`src/rtl/itimer_pkg.sv`:
```
package itimer_pkg;

  typedef enum logic {
    REG_CTRL = 1'b0,
    REG_CFG  = 1'b1
  } regSel_e;

  localparam int DONE_BIT = 15;
  localparam int ENA_BIT  = 14;
  localparam int HALT_BIT = 0;

  // strobes from control to datapath
  typedef struct packed {
    logic restart;
    logic run;
    logic cfgWr;
  } ctlStrobe_t;

endpackage

```
`src/rtl/itimer_ctrl.sv`:
```
module itimer_ctrl
  import itimer_pkg::*;
#(
  parameter int DATA_W = 16
) (
  input  logic              clk,
  input  logic              rstN,
  input  logic              wrEn,
  input  logic              wrAddr,
  input  logic [DATA_W-1:0] wrData,
  input  logic              expire,
  output ctlStrobe_t        strobes,
  output logic              running,
  output logic              done,
  output logic              haltEn,
  output logic              haltReq
);

  logic ctrlWr;
  logic startReq;

  assign ctrlWr   = wrEn && (wrAddr == REG_CTRL);
  assign startReq = ctrlWr && wrData[ENA_BIT];

  always_ff @(posedge clk) begin
    if (!rstN) begin
      running <= 1'b0;
      done    <= 1'b0;
      haltEn  <= 1'b0;
    end else begin
      if (ctrlWr) haltEn <= wrData[HALT_BIT];
      if (startReq) begin
        running <= 1'b1;
        done    <= 1'b0;
      end else if (expire) begin
        running <= 1'b0;
        done    <= 1'b1;
      end
    end
  end

  always_comb begin
    strobes.restart = startReq;
    strobes.run     = running;
    strobes.cfgWr   = wrEn && (wrAddr == REG_CFG);
  end

  assign haltReq = haltEn && running;


  done_run_excl_chk: assert property (@(posedge clk) disable iff (!rstN)
    !(done && running));


  done_after_run_chk: assert property (@(posedge clk) disable iff (!rstN)
    $rose(done) |-> $past(running));


  halt_drop_chk: assert property (@(posedge clk) disable iff (!rstN)
    $rose(done) |-> !haltReq);

endmodule

```
`src/rtl/itimer_dp.sv`:
```
module itimer_dp
  import itimer_pkg::*;
#(
  parameter int DATA_W = 16,
  parameter int PS_W   = 4,
  parameter int TO_W   = 12
) (
  input  logic              clk,
  input  logic              rstN,
  input  ctlStrobe_t        strobes,
  input  logic [DATA_W-1:0] wrData,
  output logic [PS_W-1:0]   presSel,
  output logic [TO_W-1:0]   timeout,
  output logic              expire
);

  localparam int PRESC_W = (1 << PS_W) - 1;

  logic [PRESC_W-1:0] prescCnt;
  logic [PRESC_W-1:0] prescMask;
  logic [TO_W-1:0]    tickCnt;
  logic               tick;

  assign prescMask = ~({PRESC_W{1'b1}} << presSel);
  assign tick      = strobes.run && ((prescCnt & prescMask) == prescMask);
  assign expire    = tick && (tickCnt == timeout);

  always_ff @(posedge clk) begin
    if (!rstN) begin
      presSel <= '0;
      timeout <= '0;
    end else if (strobes.cfgWr) begin
      presSel <= wrData[TO_W +: PS_W];
      timeout <= wrData[TO_W-1:0];
    end
  end

  always_ff @(posedge clk) begin
    if (!rstN) begin
      prescCnt <= '0;
      tickCnt  <= '0;
    end else if (strobes.restart) begin
      prescCnt <= '0;
      tickCnt  <= '0;
    end else if (strobes.run) begin
      prescCnt <= tick ? '0 : prescCnt + 1'b1;
      if (tick && !expire) tickCnt <= tickCnt + 1'b1;
    end
  end


  restart_zero_chk: assert property (@(posedge clk) disable iff (!rstN)
    strobes.restart |=> (tickCnt == '0) && (prescCnt == '0));


  count_step_chk: assert property (@(posedge clk) disable iff (!rstN)
    !strobes.restart |=> (tickCnt == $past(tickCnt)) || (tickCnt == $past(tickCnt) + 1'b1));

endmodule

```
`src/rtl/interval_timer.sv`:
```
module interval_timer
  import itimer_pkg::*;
#(
  parameter int DATA_W = 16,
  parameter int PS_W   = 4,
  parameter int TO_W   = 12
) (
  input  logic              clk,
  input  logic              rstN,
  input  logic              regWrEn,
  input  logic              regAddr,
  input  logic [DATA_W-1:0] regWrData,
  output logic [DATA_W-1:0] regRdData,
  output logic              haltReq
);

  ctlStrobe_t      strobes;
  logic            expire;
  logic            running;
  logic            done;
  logic            haltEn;
  logic [PS_W-1:0] presSel;
  logic [TO_W-1:0] timeout;

  itimer_ctrl #(.DATA_W(DATA_W)) uCtrl (
    .clk(clk), .rstN(rstN), .wrEn(regWrEn), .wrAddr(regAddr),
    .wrData(regWrData), .expire(expire), .strobes(strobes),
    .running(running), .done(done), .haltEn(haltEn), .haltReq(haltReq)
  );

  itimer_dp #(.DATA_W(DATA_W), .PS_W(PS_W), .TO_W(TO_W)) uDp (
    .clk(clk), .rstN(rstN), .strobes(strobes), .wrData(regWrData),
    .presSel(presSel), .timeout(timeout), .expire(expire)
  );

  always_comb begin
    regRdData = '0;
    if (regAddr == REG_CFG) begin
      regRdData[TO_W +: PS_W] = presSel;
      regRdData[TO_W-1:0]     = timeout;
    end else begin
      regRdData[DONE_BIT] = done;
      regRdData[ENA_BIT]  = running;
      regRdData[HALT_BIT] = haltEn;
    end
  end

endmodule

```
`config.mk`:
```
export PLATFORM = sky130hd
export DESIGN_NAME = interval_timer
export DESIGN_NICKNAME = d
export VERILOG_FILES = /design/src/rtl/itimer_pkg.sv /design/src/rtl/itimer_ctrl.sv /design/src/rtl/itimer_dp.sv /design/src/rtl/interval_timer.sv
export SDC_FILE = /design/constraint.sdc
export NUM_CORES = 1
export LEC_CHECK = 0
export BUFFER_PORTS_ARGS = -buffer_cell sky130_fd_sc_hd__clkbuf_2
export CAP_MARGIN = 5
export CORE_UTILIZATION = 40
export CTS_CLUSTER_SIZE = 25
export DETAILED_ROUTE_END_ITERATION = 10
export SLEW_MARGIN = 15
export SYNTH_ARGS = -nofsm -noshare
export SYNTH_HDL_FRONTEND = slang
export SYNTH_HIERARCHICAL = 1
export SYNTH_SLANG_ARGS = --single-unit
```
`constraint.sdc`:
```
create_clock -name clk -period 2.2 [get_ports clk]
set_clock_uncertainty 0.15 [all_clocks]
set_input_delay 0.22 -clock clk [delete_from_list [all_inputs] [get_ports clk]]
set_output_delay 0.22 -clock clk [all_outputs]
set_load 0.03 [all_outputs]
```
# Word-level counts from Yosys, hierarchy flattened
# Cells that the tools add are included.
totals:
  register_bits: 46
  in_bits: 20
  out_inout_bits: 17
  elab_cells: 33
op_classes:
  add_sub_neg: 2
  eq_ne: 2
  n_shift: 1
  n_mux: 6
  n_bitwise: 4
  reduce_logical: 11
op_table:
  columns: ["cell", "count"]
  rows:
  - ["adder 15 x 1 -> 15 bit, second input constant", 1]
  - ["AND 15 bit", 1]
  - ["== test 15 bit", 1]
  - ["two-way mux 15 bit", 1]
  - ["inverter 15 bit", 1]
  - ["left shift 15 x 4 -> 15 bit, first input constant", 1]
  - ["two-way mux 13 bit", 1]
  - ["adder 12 x 1 -> 12 bit, second input constant", 1]
  - ["== test 12 bit", 1]
  - ["logical AND 1 bit", 7]
  - ["two-way mux 1 bit", 3]
  - ["two-way mux 2 bit", 1]
  - ["inverter 1 bit", 2]
  - ["AND reduction 2 bit", 1]
  - ["nonzero test 2 bit", 1]
  - ["OR reduction 2 bit", 1]
  - ["zero test 1 bit", 1]

# Logic depth before layout (Yosys ltp)
depth:
  ltp_word: 9
  depth_mapped: 9
  depth_no_buf: 7

# Modules after synthesis
# Netlist, hierarchy kept.
modules_own_cells:
  columns: ["module", "instances", "cells_each", "area_each_um2", "seq_area_each_um2"]
  rows:
  - ["itimer_dp", 1, 242, 2119.5, 860.8]
  - ["itimer_ctrl", 1, 16, 152.6, 60.1]
  - ["interval_timer", 1, 17, 122.6, 0.0]

# Least setup slack after synthesis
# OpenSTA, ideal clock, no wires.
synth_timing:
  path_kind: "reg2reg"
  from: "reg uDp.prescCnt[0]"
  to: "reg uDp.tickCnt[3]"
  setup_time_ns: 0.070
  arrival_ns: 1.717
  t_required_ns: 1.980
  path_slack_ns: 0.262
  stages_incl_launch_ff: 8
  n_path_buf: 1
  period_less_slack_ns: 1.938
  path_cell_list: "dfxtp_1 -> inv_1 -> maj3_2 -> o31ai_2 -> nand4b_1 -> buf_2 -> or3_1 -> a21oi_1"
synth_between:
  elab_chain_cells: 7
synth_lines:
  columns: ["item", "line", "text"]
  rows:
  - ["start, declared", "itimer_dp.sv:19", "logic [PRESC_W-1:0] prescCnt;"]
  - ["start signal, assigned", "itimer_dp.sv:46", "prescCnt <= tick ? '0 : prescCnt + 1'b1;"]
  - ["AND 15 bit *", "itimer_dp.sv:25", "assign tick = strobes.run && ((prescCnt & prescMask) == prescMask);"]
  - ["== test 15 bit *", "itimer_dp.sv:25", null]
  - ["logical AND 1 bit *", "itimer_dp.sv:25", null]
  - ["logical AND 1 bit", "itimer_dp.sv:26", "assign expire = tick && (tickCnt == timeout);"]
  - ["zero test 1 bit", "itimer_dp.sv:47", "if (tick && !expire) tickCnt <= tickCnt + 1'b1;"]
  - ["logical AND 1 bit *", "itimer_dp.sv:47", null]
  - ["AND reduction 2 bit (no line) *", null, null]
  - ["end signal, assigned", "itimer_dp.sv:47", null]
  - ["end, declared", "itimer_dp.sv:21", "logic [TO_W-1:0] tickCnt;"]
# Every way passes the cells marked *; elsewhere a longest branch is shown, timed or not.
# A chain may end at the register's enable or synchronous reset.

# Worst setup path in the final report
layout_timing:
  from: "reg uDp.prescCnt[0]"
  to: "reg uDp.tickCnt[6]"
# Same word-level chain as after synthesis.

==> run summary <==
crit path time final = 2.06 ns
Yosys reg bits = 46
routed wire length on met2 = 2130 um
final number of setup-violating endpoints = 0
TritonCTS buffer count = 5
critical-path cell list = inv_1 > maj3_2 > o31ai_2 > nand4b_1 > buf_4 > or4_1 > a21oi_1
syn avg cell area = 8.71 um2
GRT Total Usage = 17.8%
syn nets = 297
met3 wire length = 150 um
fill count = 546
Routed WL per cell = 12.9 um
initial antenna violation count = 0
H-tree levels = 2
Routed Antenna Nets = 0
EDFF count, synth = 0
via count = 1960
R2R Path Start = uDp/prescCnt[0]$_SDFFE_PP0P_
total power = 0.00168 W
core box area = 5640 um2
IO Pins = 37
Synth Instances = 275
CP delay by family, top = simple AND/OR/NAND/NOR gates
CP endpoint kind = flop
Layout Nets = 338
Reg clk slew, reported paths = 0.09 ns
hold-critical path depth = 3
vias in the first global route = 1796
CP arrival = 2.14 ns
Startpoint Class = flop
Starting Density = 42.4%
remaining global-route overflow = 0
count of cell types in the netlist = 40
WP data required = 2.28 ns
R2R Setup Slk = 0.14 ns
row cnt = 27
Worst Hold Class = in2reg
layout cells sized above 1 = 22.7%
Final Cycle Share = 93.8%
Port Buffers = 36
max incr delay on CP = 0.40 ns
post-DR vias/cell = 5.04
Die Y = 79.4 um
Slew @ Worst Pin = 0.523 ns
worst min-delay path startpoint = regWrData[0]
Pre-antenna DRT Iters = 4
Hold EP = uCtrl/haltEn$_SDFFE_PN0P_
ys async rst share = 0%
PwrDens = 597 nW/um2
largest net degree at the start of global routing = 24
cell area after synthesis = 2390 um2
pre-CTS WS = 0.00602 ns
post-DP HPWL = 3700 um
P&R area growth vs syn = 17.7%
Final GP Congestion = 0.778
worst setup path category = reg2reg
max-cap viol count = 0
WP buf/inv = 2
Static Leak = 1.05 nW
first-pass GRT wire length = 8650 um
worst vdd ir = 0.000366 V
clock tree buffer depth = 2
Final Hold Vio Count = 0
CTS Sinks = 46
Clock Latency Late Sink = 0.30 ns
RSZ-0062 raised after global routing = no
CTS root buf = clkbuf_8
Post-Route WL = 5020 um
uppermost routed layer = met4
TritonCTS clock tree = built
met1 WL = 2680 um
Chip Width = 79.4 um
DRC viols = 0
Iteration-0 DRC Markers = 139
cell count of the worst reg-to-reg path = 7
Slowest-stage cell, CP = or4_1
setup ws final = 0.137 ns
CP max FO = 21
Seq/Total Area, Yosys = 38.5%
Primary FF master, synth = dfxtp_1
RR Endpoint = uDp/tickCnt[6]$_SDFFE_PP0P_
max-slew violation count = 0
Fmax = 0.485 GHz
Die ar. = 6300 um2
Yosys warnings = 6
run status = finished, final reports clean
# diodes = 0
Slew headroom = 65.2%
setup TNS = 0 ns
worst max path at each step:
stage                                       startpoint                     endpoint  slack, ns  cells after the start
after floorplan           uDp/prescCnt[0]$_SDFFE_PP0P_  uDp/tickCnt[3]$_SDFFE_PP0P_       0.26                      7
after global placement     uDp/presSel[2]$_SDFFE_PN0P_  uDp/tickCnt[6]$_SDFFE_PP0P_       0.09                      7
after detailed placement   uDp/presSel[2]$_SDFFE_PN0P_  uDp/tickCnt[6]$_SDFFE_PP0P_      0.006                      7
after CTS                  uDp/presSel[3]$_SDFFE_PN0P_  uDp/tickCnt[6]$_SDFFE_PP0P_       0.07                      7
after global routing      uDp/prescCnt[0]$_SDFFE_PP0P_  uDp/tickCnt[6]$_SDFFE_PP0P_      0.005                      7
final                     uDp/prescCnt[0]$_SDFFE_PP0P_  uDp/tickCnt[6]$_SDFFE_PP0P_       0.14                      7
cells in the mapped netlist, types with 4 or more instances:
cell type,number,area share (%)
xor2_1,9,3.3
nor2_1,20,3.1
o21ai_0,12,2.5
dfxtp_1,46,38
a21oi_1,16,3.3
xnor2_1,16,5.9
or3_1,11,2.9
and2_1,17,4.4
nand2b_1,6,1.6
clkbuf_1,6,0.94
nand4_1,11,2.9
mux2i_1,17,7.1
nand3_1,9,1.9
nand2_1,16,2.5
inv_1,4,0.63
and3_1,4,1.0
nor2b_1,18,4.7
buf_2,4,0.84
timing repair:
| action | in CTS | in global routing |
|---|---|---|
| endpoints found under the setup margin | 1 | 10 |
| hold endpoints to repair | 1 | 0 |
| pin swaps | 0 | 2 |
| resized for setup | 1 | 6 |
| buffers inserted | 0 | 0 |
| hold buffers | 1 | 0 |
flip-flops by register name, summed over array words and instances, names as in the netlist:
name and count:
uCtrl/done 1, uCtrl/running 1, uDp/tickCnt 12, uDp/timeout 12, uDp/presSel 4, uDp/prescCnt 15, uCtrl/haltEn 1
cell families after synthesis:
group	after synthesis	synth area share (%)
mux	20	8.52
xor+xnor	25	9.14
buf+inv	17	3.34
flops	46	38.5
compound gates	38	9.77
simple gates	126	29.3
fa+ha+maj	3	1.51
power breakdown:
part	switching (W)	total [W]	internal, W
clock	0.000283	0.000618	0.000335
combinational	0.000103	0.000191	0.0000882
sequential	0.0000219	0.000873	0.000851
total	0.000408	0.00168	0.00127
per-layer routing:
layer | global-route usage [%] | vias up
li1 | - | 1030
met1 | 26.6 | 892
met2 | 25.1 | 34
met3 | 4.00 | 4
met4 | 5.45 | 0
met5 | 0 | -
cells in the final DEF, fill, tap and decap left out, drive strengths merged, types with 10 or more instances in the layout:
cell type and count:
xnor2 16, nor2b 19, o21ai 12, a21oi 16
or3 11, buf 10, and2 17, clkbuf 41
nand4 11, nor2 20, dfxtp 46, nand2 17
mux2i 17
per-stage QoR:
| stage | utilization (%) | std cells | hold WS, ns | instance area, um2 |
|---|---|---|---|---|
| after CTS | 49.8 | 389 | 0.0117 | 2810 |
| after global routing | 50.0 | 389 | 0.0302 | 2820 |
| final | 50.0 | 389 | 0.0165 | 2820 |
| after global placement | 47.6 | 380 | 0.310 | 2690 |
| after detailed placement | 47.6 | 380 | 0.315 | 2690 |
| after floorplan | - | 275 | 0.159 | 2390 |
worst register-to-register path, stage by stage (launching register included):
cell      delay, ns
dfxtp_1        0.34
inv_1          0.07
maj3_2         0.32
o31ai_2        0.24
nand4b_1       0.13
buf_4          0.21
or4_1          0.40
a21oi_1        0.14
final cells by class:
| type | count | area (um2) | area share (%) |
|---|---|---|---|
| Tap cell | 72 | 90.1 | 3.20 |
| Inverter | 4 | 15.0 | 0.533 |
| Timing Repair Buffer | 47 | 278 | 9.85 |
| Clock buffer | 5 | 68.8 | 2.44 |
| Multi-Input combinational cell | 212 | 1400 | 49.6 |
| Clock inverter | 3 | 40.0 | 1.42 |
| Sequential cell | 46 | 928 | 32.9 |
(Power assumes the default switching activity.)
